==> config.mk <==
export PLATFORM = sky130hd
export DESIGN_NAME = tscan_seq
export DESIGN_NICKNAME = d
export VERILOG_FILES = /design/src/rtl/tscan_pkg.sv /design/src/rtl/tscan_cfg.sv /design/src/rtl/tscan_walk.sv /design/src/rtl/tscan_axis.sv /design/src/rtl/tscan_seq.sv
export SDC_FILE = /design/constraint.sdc
export NUM_CORES = 1
export LEC_CHECK = 0
export ABC_CLOCK_PERIOD_IN_PS = 4050
export BUFFER_PORTS_ARGS = -buffer_cell sky130_fd_sc_hd__buf_2
export CORE_ASPECT_RATIO = 0.75
export CORE_UTILIZATION = 30
export DETAILED_ROUTE_END_ITERATION = 8
export GPL_ROUTABILITY_DRIVEN = 0
export GPL_TIMING_DRIVEN = 1
export PLACE_DENSITY = 0.5
export SLEW_MARGIN = 20
export SYNTH_ARGS = -nofsm -noshare
export SYNTH_HDL_FRONTEND = slang
export SYNTH_HIERARCHICAL = 1
export SYNTH_SLANG_ARGS = --single-unit
==> constraint.sdc <==
create_clock -name clk -period 4.05 [get_ports clk]
set_input_delay 0.81 -clock clk [delete_from_list [all_inputs] [get_ports clk]]
set_output_delay 0.81 -clock clk [all_outputs]
set_load 0.01 [all_outputs]
==> src/rtl/tscan_pkg.sv <==
// Package tscan_pkg
// Shared widths, register select codes, mode bit positions and axis
// indices for the raster target scan sequencer.
package tscan_pkg;
    localparam int COORD_W  = 13;
    localparam int KADR_W   = 8;
    localparam int NUM_AXES = 3;

    // Register select codes; axis a uses 2a (lower) and 2a+1 (upper).
    localparam logic [2:0] SEL_KERN = 3'd6;
    localparam logic [2:0] SEL_MODE = 3'd7;

    // Mode register bit positions.
    localparam int MODE_3D  = 0;
    localparam int MODE_RPT = 1;

    typedef enum logic [1:0] {AX_U = 2'd0, AX_V = 2'd1, AX_W = 2'd2} axis_e;
endpackage

==> src/rtl/tscan_cfg.sv <==
// Module tscan_cfg
// Holds the scan configuration: per-axis lower/upper bounds, tap count
// minus one and mode bits. Assumes the caller gates wr_en so that writes
// only land while no scan runs. Assumes KW <= CW.
module tscan_cfg #(
    parameter int CW  = 13,
    parameter int KW  = 8,
    parameter int NAX = 3
) (
    input  logic                    clk,
    input  logic                    rst_n,
    input  logic                    wr_en,
    input  logic [2:0]              sel,
    input  logic [CW-1:0]           data,
    output logic [NAX-1:0][CW-1:0]  lo,
    output logic [NAX-1:0][CW-1:0]  hi,
    output logic [KW-1:0]           kern_m1,
    output logic                    is_3d,
    output logic                    rpt
);
    import tscan_pkg::*;

    for (genvar a = 0; a < NAX; a++) begin : g_axis_reg
        logic [CW-1:0] lo_q;
        logic [CW-1:0] hi_q;

        // Capture this axis's bounds on a matching idle write.
        always_ff @(posedge clk) begin
            if (!rst_n) begin
                lo_q <= '0;
                hi_q <= '0;
            end else if (wr_en && sel == 3'(2 * a)) begin
                lo_q <= data;
            end else if (wr_en && sel == 3'(2 * a + 1)) begin
                hi_q <= data;
            end
        end

        assign lo[a] = lo_q;
        assign hi[a] = hi_q;
    end

    // Capture tap count and mode bits on a matching idle write.
    always_ff @(posedge clk) begin
        if (!rst_n) begin
            kern_m1 <= '0;
            is_3d   <= 1'b0;
            rpt     <= 1'b0;
        end else if (wr_en && sel == SEL_KERN) begin
            kern_m1 <= data[KW-1:0];
        end else if (wr_en && sel == SEL_MODE) begin
            is_3d <= data[MODE_3D];
            rpt   <= data[MODE_RPT];
        end
    end
endmodule

==> src/rtl/tscan_walk.sv <==
// Module tscan_walk
// Kernel tap counter. Counts 0..last_m1 while run is high, wrapping to 0
// after the last tap. Assumes load and run are not both needed at once;
// load wins.
module tscan_walk #(
    parameter int KW = 8
) (
    input  logic          clk,
    input  logic          rst_n,
    input  logic          load,
    input  logic          run,
    input  logic [KW-1:0] last_m1,
    output logic [KW-1:0] tap,
    output logic          tap_last
);
    // Flag the final tap of the current walk.
    always_comb tap_last = run && (tap == last_m1);

    // Advance the tap index or clear it on load and after the last tap.
    always_ff @(posedge clk) begin
        if (!rst_n) begin
            tap <= '0;
        end else if (load) begin
            tap <= '0;
        end else if (run) begin
            tap <= tap_last ? '0 : tap + 1'b1;
        end
    end
endmodule

==> src/rtl/tscan_axis.sv <==
// Module tscan_axis
// One target coordinate counter. Loads its lower bound, steps by one and
// wraps from the upper bound back to the lower bound. Assumes lo <= hi.
module tscan_axis #(
    parameter int CW = 13
) (
    input  logic          clk,
    input  logic          rst_n,
    input  logic          load,
    input  logic          step,
    input  logic [CW-1:0] lo,
    input  logic [CW-1:0] hi,
    output logic [CW-1:0] val,
    output logic          at_hi
);
    // Report that the coordinate sits on its upper bound.
    always_comb at_hi = (val == hi);

    // Load, advance or wrap the coordinate.
    always_ff @(posedge clk) begin
        if (!rst_n) begin
            val <= '0;
        end else if (load) begin
            val <= lo;
        end else if (step) begin
            val <= at_hi ? lo : val + 1'b1;
        end
    end
endmodule

==> src/rtl/tscan_seq.sv <==
// Module tscan_seq
// Raster target scan sequencer: raster-walks u/v(/w) over a programmed
// box, running a kernel walk of programmable length per pixel, with
// accumulate and write strobes for an external multiply-accumulate unit.
// Assumes each lower bound is not above its upper bound. tgt_wr refers to
// the pixel whose coordinates were shown in the previous cycle.
module tscan_seq #(
    parameter int COORD_W = tscan_pkg::COORD_W,
    parameter int KADR_W  = tscan_pkg::KADR_W
) (
    input  logic               clk,
    input  logic               rst_n,
    input  logic               cfg_we,
    input  logic [2:0]         cfg_sel,
    input  logic [COORD_W-1:0] cfg_data,
    input  logic               start,
    output logic [COORD_W-1:0] tgt_u,
    output logic [COORD_W-1:0] tgt_v,
    output logic [COORD_W-1:0] tgt_w,
    output logic [KADR_W-1:0]  kern_addr,
    output logic               acc_en,
    output logic               tgt_wr,
    output logic               frame_end,
    output logic               scan_done
);
    import tscan_pkg::*;

    localparam int NAX = NUM_AXES;

    logic [NAX-1:0][COORD_W-1:0] cfg_lo;
    logic [NAX-1:0][COORD_W-1:0] cfg_hi;
    logic [NAX-1:0][COORD_W-1:0] axis_val;
    logic [KADR_W-1:0]           kern_m1;
    logic                        is_3d;
    logic                        rpt;
    logic [NAX-1:0]              at_hi;
    logic [NAX-1:0]              step;
    logic                        busy;
    logic                        done_q;
    logic                        wr_q;
    logic                        fe_q;
    logic                        tap_last;
    logic                        last_pix;
    logic                        halt_now;
    logic                        cfg_wr;
    logic [KADR_W-1:0]           tap;

    // Accept register writes only while idle.
    always_comb cfg_wr = cfg_we && !busy;

    tscan_cfg #(.CW(COORD_W), .KW(KADR_W), .NAX(NAX)) u_cfg (
        .clk     (clk),
        .rst_n   (rst_n),
        .wr_en   (cfg_wr),
        .sel     (cfg_sel),
        .data    (cfg_data),
        .lo      (cfg_lo),
        .hi      (cfg_hi),
        .kern_m1 (kern_m1),
        .is_3d   (is_3d),
        .rpt     (rpt)
    );

    tscan_walk #(.KW(KADR_W)) u_walk (
        .clk      (clk),
        .rst_n    (rst_n),
        .load     (start),
        .run      (busy),
        .last_m1  (kern_m1),
        .tap      (tap),
        .tap_last (tap_last)
    );

    // Decide end of pass and the carry chain across the axes.
    always_comb begin
        last_pix = at_hi[AX_U] && at_hi[AX_V] && (at_hi[AX_W] || !is_3d);
        halt_now = tap_last && last_pix && !rpt;
        step[AX_U] = tap_last && !halt_now;
        step[AX_V] = step[AX_U] && at_hi[AX_U];
        step[AX_W] = step[AX_V] && at_hi[AX_V] && is_3d;
    end

    for (genvar a = 0; a < NAX; a++) begin : g_axis
        tscan_axis #(.CW(COORD_W)) u_axis (
            .clk   (clk),
            .rst_n (rst_n),
            .load  (start),
            .step  (step[a]),
            .lo    (cfg_lo[a]),
            .hi    (cfg_hi[a]),
            .val   (axis_val[a]),
            .at_hi (at_hi[a])
        );
    end

    // Run/done state and the registered write and end-of-pass strobes.
    always_ff @(posedge clk) begin
        if (!rst_n) begin
            busy   <= 1'b0;
            done_q <= 1'b0;
            wr_q   <= 1'b0;
            fe_q   <= 1'b0;
        end else begin
            wr_q <= tap_last;
            fe_q <= tap_last && last_pix;
            if (start) begin
                busy   <= 1'b1;
                done_q <= 1'b0;
            end else if (halt_now) begin
                busy   <= 1'b0;
                done_q <= 1'b1;
            end
        end
    end

    // Drive the outputs from state.
    always_comb begin
        tgt_u     = axis_val[AX_U];
        tgt_v     = axis_val[AX_V];
        tgt_w     = axis_val[AX_W];
        kern_addr = tap;
        acc_en    = busy;
        tgt_wr    = wr_q;
        frame_end = fe_q;
        scan_done = done_q;
    end
endmodule

==> flow_metrics.py <==
metrics = {
    "outcome": {
        "outcome": "finished clean",
    },
    "clock_tree": {
        "worst_setup_hold_path_clk_slew_ns": 0.06,
        "tritoncts": "done",
        "clk_path_buf_depth": 2,
        "postCtsResizedCells": 0,
        "cts_buffers": 17,
        "post_cts_buffers": 0,
        "clock_sink_count": 139,
        "cts_root_buf": "sky130_fd_sc_hd__clkbuf_16",
        "clkLatencyLatePin_ns": 0.43,
        "cts-htree-levels": 4,
        "count_of_hold_buffers_inserted_by_post_cts_repair": 0,
    },
    "drt": {
        "drt-initial-drc-count": 362,
        "route.detailed.wl_per_inst_um": 17.3,
        "drc": 0,
        "ant_nets": 0,
        "detailroute.via_count": 5207,
        "viasPerCell": 4.91,
        "detail_route.first_pass.iterations": 4,
        "wirelength_um": 18300,
    },
    "synthesis": {
        "synth_cell_types": 47,
        "post_synth_main_area_contributors": "sky130_fd_sc_hd__dfxtp_1, sky130_fd_sc_hd__mux2i_1, sky130_fd_sc_hd__nand2_1",
        "synthArstFlopShare": 0,
        "synth_warnings": 6,
        "postSynthRegisterBits": 139,
        "net_count_after_synthesis": 726,
        "ys_dominant_reg_cell": "sky130_fd_sc_hd__dfxtp_1",
        "number_of_enable_flip_flop_cells_after_synthesis": 0,
        "post-synth-top-area-cell": "sky130_fd_sc_hd__dfxtp_1",
        "postSynthAreaPerCell_um2": 9.44,
        "synthesis.area_um2": 6630,
        "yosysSeqAreaShare": 0.420,
        "post_synth_inst_count": 702,
        "synth_top_area_share": 0.420,
    },
    "global_route": {
        "first_global_vias": 4947,
        "grt_pass1_wl_um": 28800,
        "grt.overflow.total": 0,
        "grt_max_degree": 82,
        "number_of_antenna_violations_at_the_first_check_in_global_routing": 0,
        "grt_usage": 0.168,
    },
    "worst_setup_path": {
        "cpMaxStageDelayCell": "sky130_fd_sc_hd__nor4_2",
        "kind_of_critical_path": "flip-flop to flip-flop",
        "critPathRequiredTime_ns": 4.41,
        "crit_path_cell_trace": "xor2_1 -> nor4_2 -> nand4_1 -> inv_1 -> nand2b_1 -> a31oi_1 -> nor3b_1 -> a41oi_2 -> buf_4 -> o221ai_1 -> a21oi_1",
        "critical_path.max_stage_delay_ns": 0.49,
        "critical_path.endpoint_type": "flip-flop",
        "critical_path_arrival_ns": 3.38,
        "worst-path-max-fanout": 7,
        "critPathLaunchType": "flip-flop",
    },
    "power_and_ir_drop": {
        "power_leakage_nw": 3.55,
        "vdd_drop_max_mv": 0.236,
        "pwr_density_cell_nw_per_um2": 449,
    },
    "timing": {
        "worstMarginPinSlew_ns": 0.697,
        "final.setup_skew_ns": 0.0130,
        "grt_setup_unrepaired": "false",
        "timing.final.crit_share": 0.745,
        "totalNegativeSetupSlack_ns": 0,
        "final_period_minus_worst_setup_slack_ns": 3.02,
        "slew_viol_final": 0,
        "maxClockFrequency_ghz": 0.331,
        "timing.slew.headroom": 0.536,
        "setup-violations-final": 0,
        "timing_hold_violations_final": 0,
    },
    "place": {
        "placedInstanceArea_um2": 7220,
        "hpwl_after_dpl_um": 12400,
        "io_buffers": 70,
    },
    "floorplanning": {
        "io-pin-count": 71,
        "dieArea_um2": 22700,
        "std_cell_rows": 46,
        "core_region_area_um2": 21400,
        "chip_height_um": 131,
        "start_util": 0.309,
        "floorplan.die.width_um": 174,
    },
    "final_layout": {
        "fillers": 2240,
        "final_design_area_no_fill_um2": 7890,
        "post_route_cells_drive_above_1_share": 0.180,
        "finish.net_count": 784,
        "most_frequent_cells_in_the_layout": "sky130_fd_sc_hd__dfxtp_1, sky130_fd_sc_hd__nand2_1, sky130_fd_sc_hd__mux2i_1",
        "antenna_cells": 0,
        "flow.area_growth_from_synthesis_pct": 19.0,
        "layout.cells.most_common": "sky130_fd_sc_hd__dfxtp_1",
    },
    "hold_path": {
        "worst_hold_path_type": "flip-flop to flip-flop",
    },
    "flow_run": {
        "maxCapViolations": 0,
    },
}
[stage by stage]
step                      hold WS [ns]   util  instances  power (mW)  setup slack [ns]
after CTS                        0.461  0.368       1061        3.59             0.978
final                            0.458  0.368       1061        3.54              1.03
after floorplan                  0.435      -        702        1.70              1.56
after global placement           0.447  0.337       1029        1.82              1.05
after detailed placement         0.451  0.337       1029        1.82             0.997
after global routing             0.478  0.368       1061        3.69             0.678
[synthesized netlist by cell type, drive strengths merged, types with 12 or more instances]
master / n
inv: 16
a21oi: 31
nand2: 123
nor2: 31
mux2i: 88
o221ai: 30
xor2: 48
xnor2: 36
nor4: 12
clkbuf: 23
dfxtp: 139
buf: 20
[sequential cells by signal, indices dropped and copies added (netlist names)]
name,flops
acc_en,1
u_cfg/kern_m1,8
tgt_wr,1
u_walk/tap,8
scan_done,1
frame_end,1
u_cfg/g_axis.lo_q,39
u_cfg/g_axis.hi_q,39
u_cfg/rpt,1
u_cfg/is_3d,1
g_axis.u_axis/val,39
[area by class of cell]
class                      count  area (µm²)  share of cell area
tap                          288         360              0.0457
sequential                   139        2780               0.353
clock inverter                11         190              0.0241
clock buffer                  21         470              0.0597
multi-input combinational    504        3570               0.452
inverter                      16        60.1             0.00762
timing repair buffer          82         455              0.0578
[metal layers]
layer	routed length [µm]	global-route usage
met1	9560	0.243
met2	7690	0.243
met3	904	0.0440
met4	171	0.0480
met5	0	0
[logic make-up (layout without fill, tap and decap cells)]
group                    Yosys count  in the layout  synth area share
flip-flops                       139            139             0.420
adder cells (fa/ha/maj)            4              4           0.00755
multiplexers                      88             88             0.133
buffers and inverters             59            130            0.0440
AO/OA/AOI/OAI                     93             93             0.105
AND/OR/NAND/NOR                  235            235             0.179
XOR/XNOR                          84             84             0.111
[critical path, delay by kind of cell, from the launching register on]
kind	cells	cell delay [ns]
AOI/OAI and AO/OA	4	0.88
xor gates and xnor gates	1	0.11
buffers and inverters	2	0.40
DFF	1	0.45
and+or+nand+nor	4	1.10
[path summary, 6_finish.rpt]
path | from | to | slack, ns | cells past startpoint
setup / recovery | g_axis[2].u_axis/val[5] | g_axis[0].u_axis/val[8] | 1.03 | 11
setup reg to reg | g_axis[2].u_axis/val[5] | g_axis[0].u_axis/val[8] | 1.03 | 11
hold / removal | u_cfg/g_axis_reg[1].lo_q[8] | u_cfg/g_axis_reg[1].lo_q[8] | 0.46 | 2
hold reg to reg | u_cfg/g_axis_reg[1].lo_q[8] | u_cfg/g_axis_reg[1].lo_q[8] | 0.46 | 2
[where the power goes]
| part | switching [mW] | leakage [nW] | total, mW | internal (mW) |
|---|---|---|---|---|
| sequential | 0.0615 | 1.13 | 1.47 | 1.41 |
| clock | 0.609 | 0.323 | 1.75 | 1.14 |
| combinational | 0.196 | 2.10 | 0.321 | 0.125 |
| total | 0.866 | 3.55 | 3.54 | 2.68 |
Power figures use the tool's default switching activity.
